### config.mk
export PLATFORM = sky130hd
export DESIGN_NAME = i2c_mode_status_ctrl
export DESIGN_NICKNAME = d
export VERILOG_FILES = /design/src/rtl/i2c_ms_pkg.sv /design/src/rtl/i2c_ms_guard.sv /design/src/rtl/i2c_ms_mode.sv /design/src/rtl/i2c_ms_flags.sv /design/src/rtl/i2c_mode_status_ctrl.sv
export SDC_FILE = /design/constraint.sdc
export NUM_CORES = 1
export LEC_CHECK = 0
export BUFFER_PORTS_ARGS = -buffer_cell sky130_fd_sc_hd__buf_2
export CAP_MARGIN = 20
export CORE_UTILIZATION = 41
export CTS_CLUSTER_SIZE = 8
export DETAILED_ROUTE_END_ITERATION = 10
export HOLD_SLACK_MARGIN = 0.12
export PLACE_DENSITY = 0.85
export SLEW_MARGIN = 15
export SYNTH_ARGS = -nofsm -noshare
export SYNTH_HDL_FRONTEND = slang
export SYNTH_HIERARCHICAL = 1
export SYNTH_SLANG_ARGS = --single-unit
### constraint.sdc
create_clock -name clk_i -period 2.4 [get_ports clk_i]
set_clock_uncertainty 0.05 [all_clocks]
set_input_delay 0.48 -clock clk_i [delete_from_list [all_inputs] [get_ports clk_i]]
set_output_delay 0.48 -clock clk_i [all_outputs]
set_load 0.005 [all_outputs]
### src/rtl/i2c_ms_pkg.sv
package i2c_ms_pkg;
  localparam int REG_W   = 8;
  localparam int MODE_W  = 2;
  localparam int B_MST   = 7;
  localparam int B_TRX   = 6;
  localparam int B_BB    = 5;
  localparam int B_PIN   = 4;
  localparam int B_AL    = 3;
  localparam int B_AAS   = 2;
  localparam int B_AD0   = 1;
  localparam int B_LRB   = 0;
  localparam logic [REG_W-1:0] RST_VAL = REG_W'(1) << B_PIN;

  typedef enum logic [MODE_W-1:0] {
    MODE_SLV_RX = 2'd0,
    MODE_SLV_TX = 2'd1,
    MODE_MST_RX = 2'd2,
    MODE_MST_TX = 2'd3
  } ms_mode_e;
endpackage

### src/rtl/i2c_ms_guard.sv
module i2c_ms_guard (
  input  logic clk_i,
  input  logic rst_ni,
  input  logic start_det_i,
  input  logic stop_det_i,
  input  logic byte_done_i,
  input  logic arb_lost_i,
  output logic guard_o,
  output logic al_fire_o
);
  logic guard_q, pend_q;

  // window: opened by START, closed by address byte end or STOP
  always_ff @(posedge clk_i or negedge rst_ni) begin
    if (!rst_ni) guard_q <= 1'b0;
    else if (start_det_i) guard_q <= 1'b1;
    else if (byte_done_i || stop_det_i) guard_q <= 1'b0;
  end

  // deferred master drop after arbitration loss
  always_ff @(posedge clk_i or negedge rst_ni) begin
    if (!rst_ni) pend_q <= 1'b0;
    else pend_q <= !stop_det_i && (arb_lost_i || (pend_q && !byte_done_i));
  end

  assign guard_o   = guard_q;
  assign al_fire_o = pend_q && byte_done_i;
endmodule

### src/rtl/i2c_ms_mode.sv
module i2c_ms_mode (
  input  logic clk_i,
  input  logic rst_ni,
  input  logic wr_en_i,
  input  logic wr_mst_i,
  input  logic wr_trx_i,
  input  logic wr_bb_i,
  input  logic guard_i,
  input  logic start_det_i,
  input  logic stop_det_i,
  input  logic arb_lost_i,
  input  logic al_fire_i,
  input  logic ack_miss_i,
  input  logic rw_valid_i,
  input  logic rw_bit_i,
  input  logic als_i,
  output logic mst_o,
  output logic trx_o,
  output logic bb_o,
  output logic reject_o
);
  logic mst_q, trx_q, bb_q;
  logic reject, wr_ok, start_req;
  logic mst_clr, trx_clr, trx_set;
  logic mst_d, trx_d, bb_d;

  assign reject    = wr_en_i && (wr_mst_i || wr_trx_i) && (guard_i || start_det_i);
  assign wr_ok     = wr_en_i && !reject;
  assign start_req = wr_ok && wr_mst_i && wr_trx_i && wr_bb_i;

  assign mst_clr = stop_det_i || al_fire_i || reject;
  assign trx_set = !als_i && !mst_q && rw_valid_i && rw_bit_i;
  assign trx_clr = arb_lost_i || stop_det_i || reject
                 || (!mst_q && (start_det_i || ack_miss_i));

  always_comb begin
    mst_d = mst_q;
    if (wr_ok)   mst_d = wr_mst_i;
    if (mst_clr) mst_d = 1'b0;

    trx_d = trx_q;
    if (wr_ok)   trx_d = wr_trx_i;
    if (trx_set) trx_d = 1'b1;
    if (trx_clr) trx_d = 1'b0;

    bb_d = bb_q;
    if (start_req || start_det_i) bb_d = 1'b1;
    if (stop_det_i)               bb_d = 1'b0;
  end

  always_ff @(posedge clk_i or negedge rst_ni) begin
    if (!rst_ni) begin
      mst_q <= 1'b0;
      trx_q <= 1'b0;
      bb_q  <= 1'b0;
    end else begin
      mst_q <= mst_d;
      trx_q <= trx_d;
      bb_q  <= bb_d;
    end
  end

  assign mst_o    = mst_q;
  assign trx_o    = trx_q;
  assign bb_o     = bb_q;
  assign reject_o = reject;
endmodule

### src/rtl/i2c_ms_flags.sv
module i2c_ms_flags (
  input  logic clk_i,
  input  logic rst_ni,
  input  logic wr_en_i,
  input  logic wr_pin_i,
  input  logic start_det_i,
  input  logic stop_det_i,
  input  logic arb_lost_i,
  input  logic addr_match_i,
  input  logic gen_call_i,
  input  logic byte_done_i,
  input  logic last_bit_i,
  output logic pin_o,
  output logic al_o,
  output logic aas_o,
  output logic ad0_o,
  output logic lrb_o
);
  logic pin_q, al_q, aas_q, ad0_q, lrb_q;
  logic frame_clr;

  assign frame_clr = start_det_i || stop_det_i;

  always_ff @(posedge clk_i or negedge rst_ni) begin
    if (!rst_ni) begin
      pin_q <= 1'b1;
      al_q  <= 1'b0;
      aas_q <= 1'b0;
      ad0_q <= 1'b0;
      lrb_q <= 1'b0;
    end else begin
      if (byte_done_i)  pin_q <= 1'b0;
      else if (wr_en_i) pin_q <= wr_pin_i;

      if (start_det_i)     al_q <= 1'b0;
      else if (arb_lost_i) al_q <= 1'b1;

      if (frame_clr)         aas_q <= 1'b0;
      else if (addr_match_i) aas_q <= 1'b1;

      if (frame_clr)       ad0_q <= 1'b0;
      else if (gen_call_i) ad0_q <= 1'b1;

      if (byte_done_i) lrb_q <= last_bit_i;
    end
  end

  assign pin_o = pin_q;
  assign al_o  = al_q;
  assign aas_o = aas_q;
  assign ad0_o = ad0_q;
  assign lrb_o = lrb_q;
endmodule

### src/rtl/i2c_mode_status_ctrl.sv
module i2c_mode_status_ctrl
  import i2c_ms_pkg::*;
(
  input  logic             clk_i,
  input  logic             rst_ni,
  input  logic             wr_en_i,
  input  logic [REG_W-1:0] wr_data_i,
  input  logic             rd_en_i,
  output logic [REG_W-1:0] rd_data_o,
  input  logic             start_det_i,
  input  logic             stop_det_i,
  input  logic             arb_lost_i,
  input  logic             byte_done_i,
  input  logic             addr_match_i,
  input  logic             rw_valid_i,
  input  logic             rw_bit_i,
  input  logic             ack_miss_i,
  input  logic             gen_call_i,
  input  logic             last_bit_i,
  input  logic             als_i,
  output logic [REG_W-1:0] status_o,
  output logic [MODE_W-1:0] mode_o
);
  logic guard_w, al_fire_w, reject_w;
  logic mst_w, trx_w, bb_w, pin_w, al_w, aas_w, ad0_w, lrb_w;
  logic [REG_W-1:0] reg_w;

  i2c_ms_guard u_guard (
    .clk_i       (clk_i),
    .rst_ni      (rst_ni),
    .start_det_i (start_det_i),
    .stop_det_i  (stop_det_i),
    .byte_done_i (byte_done_i),
    .arb_lost_i  (arb_lost_i),
    .guard_o     (guard_w),
    .al_fire_o   (al_fire_w)
  );

  i2c_ms_mode u_mode (
    .clk_i       (clk_i),
    .rst_ni      (rst_ni),
    .wr_en_i     (wr_en_i),
    .wr_mst_i    (wr_data_i[B_MST]),
    .wr_trx_i    (wr_data_i[B_TRX]),
    .wr_bb_i     (wr_data_i[B_BB]),
    .guard_i     (guard_w),
    .start_det_i (start_det_i),
    .stop_det_i  (stop_det_i),
    .arb_lost_i  (arb_lost_i),
    .al_fire_i   (al_fire_w),
    .ack_miss_i  (ack_miss_i),
    .rw_valid_i  (rw_valid_i),
    .rw_bit_i    (rw_bit_i),
    .als_i       (als_i),
    .mst_o       (mst_w),
    .trx_o       (trx_w),
    .bb_o        (bb_w),
    .reject_o    (reject_w)
  );

  i2c_ms_flags u_flags (
    .clk_i        (clk_i),
    .rst_ni       (rst_ni),
    .wr_en_i      (wr_en_i),
    .wr_pin_i     (wr_data_i[B_PIN]),
    .start_det_i  (start_det_i),
    .stop_det_i   (stop_det_i),
    .arb_lost_i   (arb_lost_i),
    .addr_match_i (addr_match_i),
    .gen_call_i   (gen_call_i),
    .byte_done_i  (byte_done_i),
    .last_bit_i   (last_bit_i),
    .pin_o        (pin_w),
    .al_o         (al_w),
    .aas_o        (aas_w),
    .ad0_o        (ad0_w),
    .lrb_o        (lrb_w)
  );

  always_comb begin
    reg_w        = '0;
    reg_w[B_MST] = mst_w;
    reg_w[B_TRX] = trx_w;
    reg_w[B_BB]  = bb_w;
    reg_w[B_PIN] = pin_w;
    reg_w[B_AL]  = al_w;
    reg_w[B_AAS] = aas_w;
    reg_w[B_AD0] = ad0_w;
    reg_w[B_LRB] = lrb_w;
  end

  assign status_o  = reg_w;
  assign mode_o    = {mst_w, trx_w};
  assign rd_data_o = rd_en_i ? reg_w : '0;
endmodule

==> impl_metrics.env <==
export IMPL_viasPerCell=4.933
export IMPL_grt_use_total=0.1988
export IMPL_clkLatencyLatePin_ns=0.27
export IMPL_diodes=0
export IMPL_syn2layout_area_growth_pct=29.96
export IMPL_netSwitchingFraction=0.2502
export IMPL_grt_pass1_wl_microns=1952
export IMPL_vias=513
export IMPL_report_final_slew_viol_count=0
export IMPL_setup_viol=0
export IMPL_rsz0062_at_grt="false"
export IMPL_dp_hpwl_microns=953.4
export IMPL_drv_cap=0
export IMPL_synthFlopType="dfrtp_1"
export IMPL_wirelength_microns=1264
export IMPL_syn_avg_cell_area_sq_um=9.794
export IMPL_wl_per_cell_microns=12.15
export IMPL_seqPwrFrac=0.454
export IMPL_ys_seq_area_frac=0.4427
export IMPL_nFillCells=132
export IMPL_post_cts_buffers=0
export IMPL_start_util=0.4365
export IMPL_grt_max_degree=11
export IMPL_async_flop_share=1.000
export IMPL_arrival_ns=1.02
export IMPL_dieArea_sq_um=1538
export IMPL_route_detailed_drc=0
export IMPL_clock_fmax_mhz=643.8
export IMPL_critical_path_required_ns=1.87
export IMPL_io_buffers=36
export IMPL_p_leak_uw=0.0004231
export IMPL_post_synth_top_area_cell="dfrtp_1"
export IMPL_synthAdderAreaFrac=0
export IMPL_synth_edf_count=0
export IMPL_yosys_mux_area_fraction=0.06388
export IMPL_die_w_microns=39.22
export IMPL_synth_area_top_cells="dfrtp_1, buf_4, and2_1"
export IMPL_cts_tree="yes"
export IMPL_ir_worst_vdd_mv=0.3237
export IMPL_clk_pin_slew_worst_paths_ns=0.07
export IMPL_crit_fanout=3
export IMPL_syn_inst=58
export IMPL_syn_area_sq_um=568.0
export IMPL_status="finished, final reports clean"
export IMPL_yosysWarnings=6
export IMPL_clock_power_share=0.382
export IMPL_yosysTopAreaCellShare=0.3965
export IMPL_grt_pass1_vias=458
export IMPL_synth_top_family_by_area="simple AND/OR/NAND/NOR gates"
export IMPL_combPwrFrac=0.163
export IMPL_cts_sinks=10
export IMPL_ios=41
export IMPL_crit_path_start_kind="flop"
export IMPL_drive_gt1_frac=0.5169
export IMPL_fin_crit_ns=1.553
export IMPL_num_nets_final=113
export IMPL_crit_path_end_kind="output port"
export IMPL_synth_compound_area_frac=0.08370
export IMPL_p_total_uw=408.5
export IMPL_p_switching_uw=102.2
export IMPL_synth_simple_gate_area_share=0.2643
export IMPL_maxSlewHeadroom=0.8519
export IMPL_ctsLongestPathBuffers=2
export IMPL_synth_seq_cells=10
export IMPL_cts_root_buffer="clkbuf_4"
export IMPL_drtPass1Iterations=4
export IMPL_max_slew_worst_pin_slew_ns=0.2207
export IMPL_fin_crit_sh=0.6472
export IMPL_ant_nets=0
export IMPL_std_cell_rows=13
export IMPL_hold_class="in2reg"
export IMPL_internal_power_uw=306.3
export IMPL_power_density_nw_per_um2=553.3
export IMPL_synth_xor_area_frac=0
export IMPL_synth_most_common_cell="nor2_1"
export IMPL_synthTopCellsByCount="nor2_1, buf_4, dfrtp_1"
export IMPL_fin_tns_setup_ns=0
export IMPL_cts_buffers=3
export IMPL_core_sq_um=1301
export IMPL_cts_htree_levels=1
export IMPL_synth_fp_nets=81
export IMPL_worstSetupPathType="reg2out"
export IMPL_finalWeightedCongestion=0.8487
export IMPL_grt_ovfl_total=0
export IMPL_die_height_microns=39.22
export IMPL_final_hold_viol_count=0
export IMPL_synth_cell_types=20
export IMPL_dr_first_iter_drc_count=12
export IMPL_antenna_found_initial=0
routing by layer:
layer  part of all wire  GRT usage  wire length, microns
met4                  0     0.1293                     0
met1               0.37     0.1993                   468
met2               0.57     0.3708                   720
met5                  0          0                     0
met3              0.059    0.02890                    75
state kept, by name, summed over array words and instances, names as in the netlist:
signal           count
u_mode/mst_o         1
u_flags/aas_o        1
u_mode/bb_o          1
u_flags/al_o         1
u_flags/ad0_o        1
u_guard/guard_o      1
u_flags/lrb_o        1
u_flags/pin_o        1
u_mode/trx_o         1
u_guard/pend_q       1
metrics by stage:
| stage | util | setup slack, ns | instances | instance area (sq um) | hold slack, ns |
|---|---|---|---|---|---|
| 2_1_floorplan | - | 1.232 | 58 | 568.0 | 0.1344 |
| 3_3_place_gp | 0.5317 | 0.9917 | 99 | 691.9 | 0.2957 |
| 3_5_place_dp | 0.5317 | 0.9790 | 99 | 691.9 | 0.2997 |
| 4_1_cts | 0.5673 | 0.8338 | 104 | 738.2 | 0.3397 |
| 5_1_grt | 0.5673 | 0.8001 | 104 | 738.2 | 0.3415 |
| 6_report | 0.5673 | 0.8466 | 104 | 738.2 | 0.3500 |
cell families after synthesis:
kind of cell           Yosys count
multiplexers                     3
flip-flops                      10
buffers and inverters           12
AO/OA/AOI/OAI                    7
AND/OR/NAND/NOR                 26
placed cells by master, fill, tap and decap left out:
cell type,n
a21o_1,1
a21oi_1,1
a21oi_2,1
a311oi_1,1
a31oi_1,1
and2_1,8
and2_2,1
buf_2,36
clkbuf_4,3
clkbuf_8,1
dfrtp_1,9
dfstp_2,1
dlygate4sd3_1,1
inv_1,2
mux2_2,1
mux2_4,1
mux2i_1,1
nand2b_1,1
nor2_1,11
nor3_1,4
nor4bb_4,1
o21ai_0,1
o22ai_1,1
path summary, 6_finish.rpt:
path                                  from        endpoint  slack, ns  cells past startpoint
setup / recovery             u_flags/pin_o    rd_data_o[4]       0.85                      2
hold / removal                 byte_done_i   u_flags/pin_o       0.35                      2
setup reg to reg           u_guard/guard_o     u_mode/bb_o       1.34                      3
hold reg to reg                u_mode/bb_o     u_mode/bb_o       0.49                      2
max in group asynchronous           rst_ni   u_flags/pin_o       1.50                      2
min in group asynchronous           rst_ni  u_guard/pend_q       0.55                      2
timing repair:
action	CTS	global route
hold buffers	1	0
endpoints found under the hold margin	9	0
setup endpoints to repair	0	0
resized for setup	0	0
cell type report:
class / instances / area (sq um) / area share
tap: 15 / 18.77 / 0.02542
multi-input combinational: 36 / 234.0 / 0.3169
inverter: 2 / 7.507 / 0.01017
timing repair buffer: 37 / 190.2 / 0.2576
clock buffer: 4 / 36.28 / 0.04915
sequential: 10 / 251.5 / 0.3407
worst max-delay path, stage by stage, from the launching register on:
cell     delay [ns]
dfstp_2        0.54
and2_1         0.12
buf_2          0.10
power groups by stage:
stage | clock [uW] | sequential [uW] | combinational, uW
floorplan | 0 | 187 | 36.3
global placement | 0 | 188 | 63.5
detailed placement | 0 | 188 | 65.6
CTS | 162 | 185 | 67.2
global route | 168 | 187 | 74.0
finish | 156 | 186 | 66.7
No activity file was read; power rests on OpenSTA's default activity.
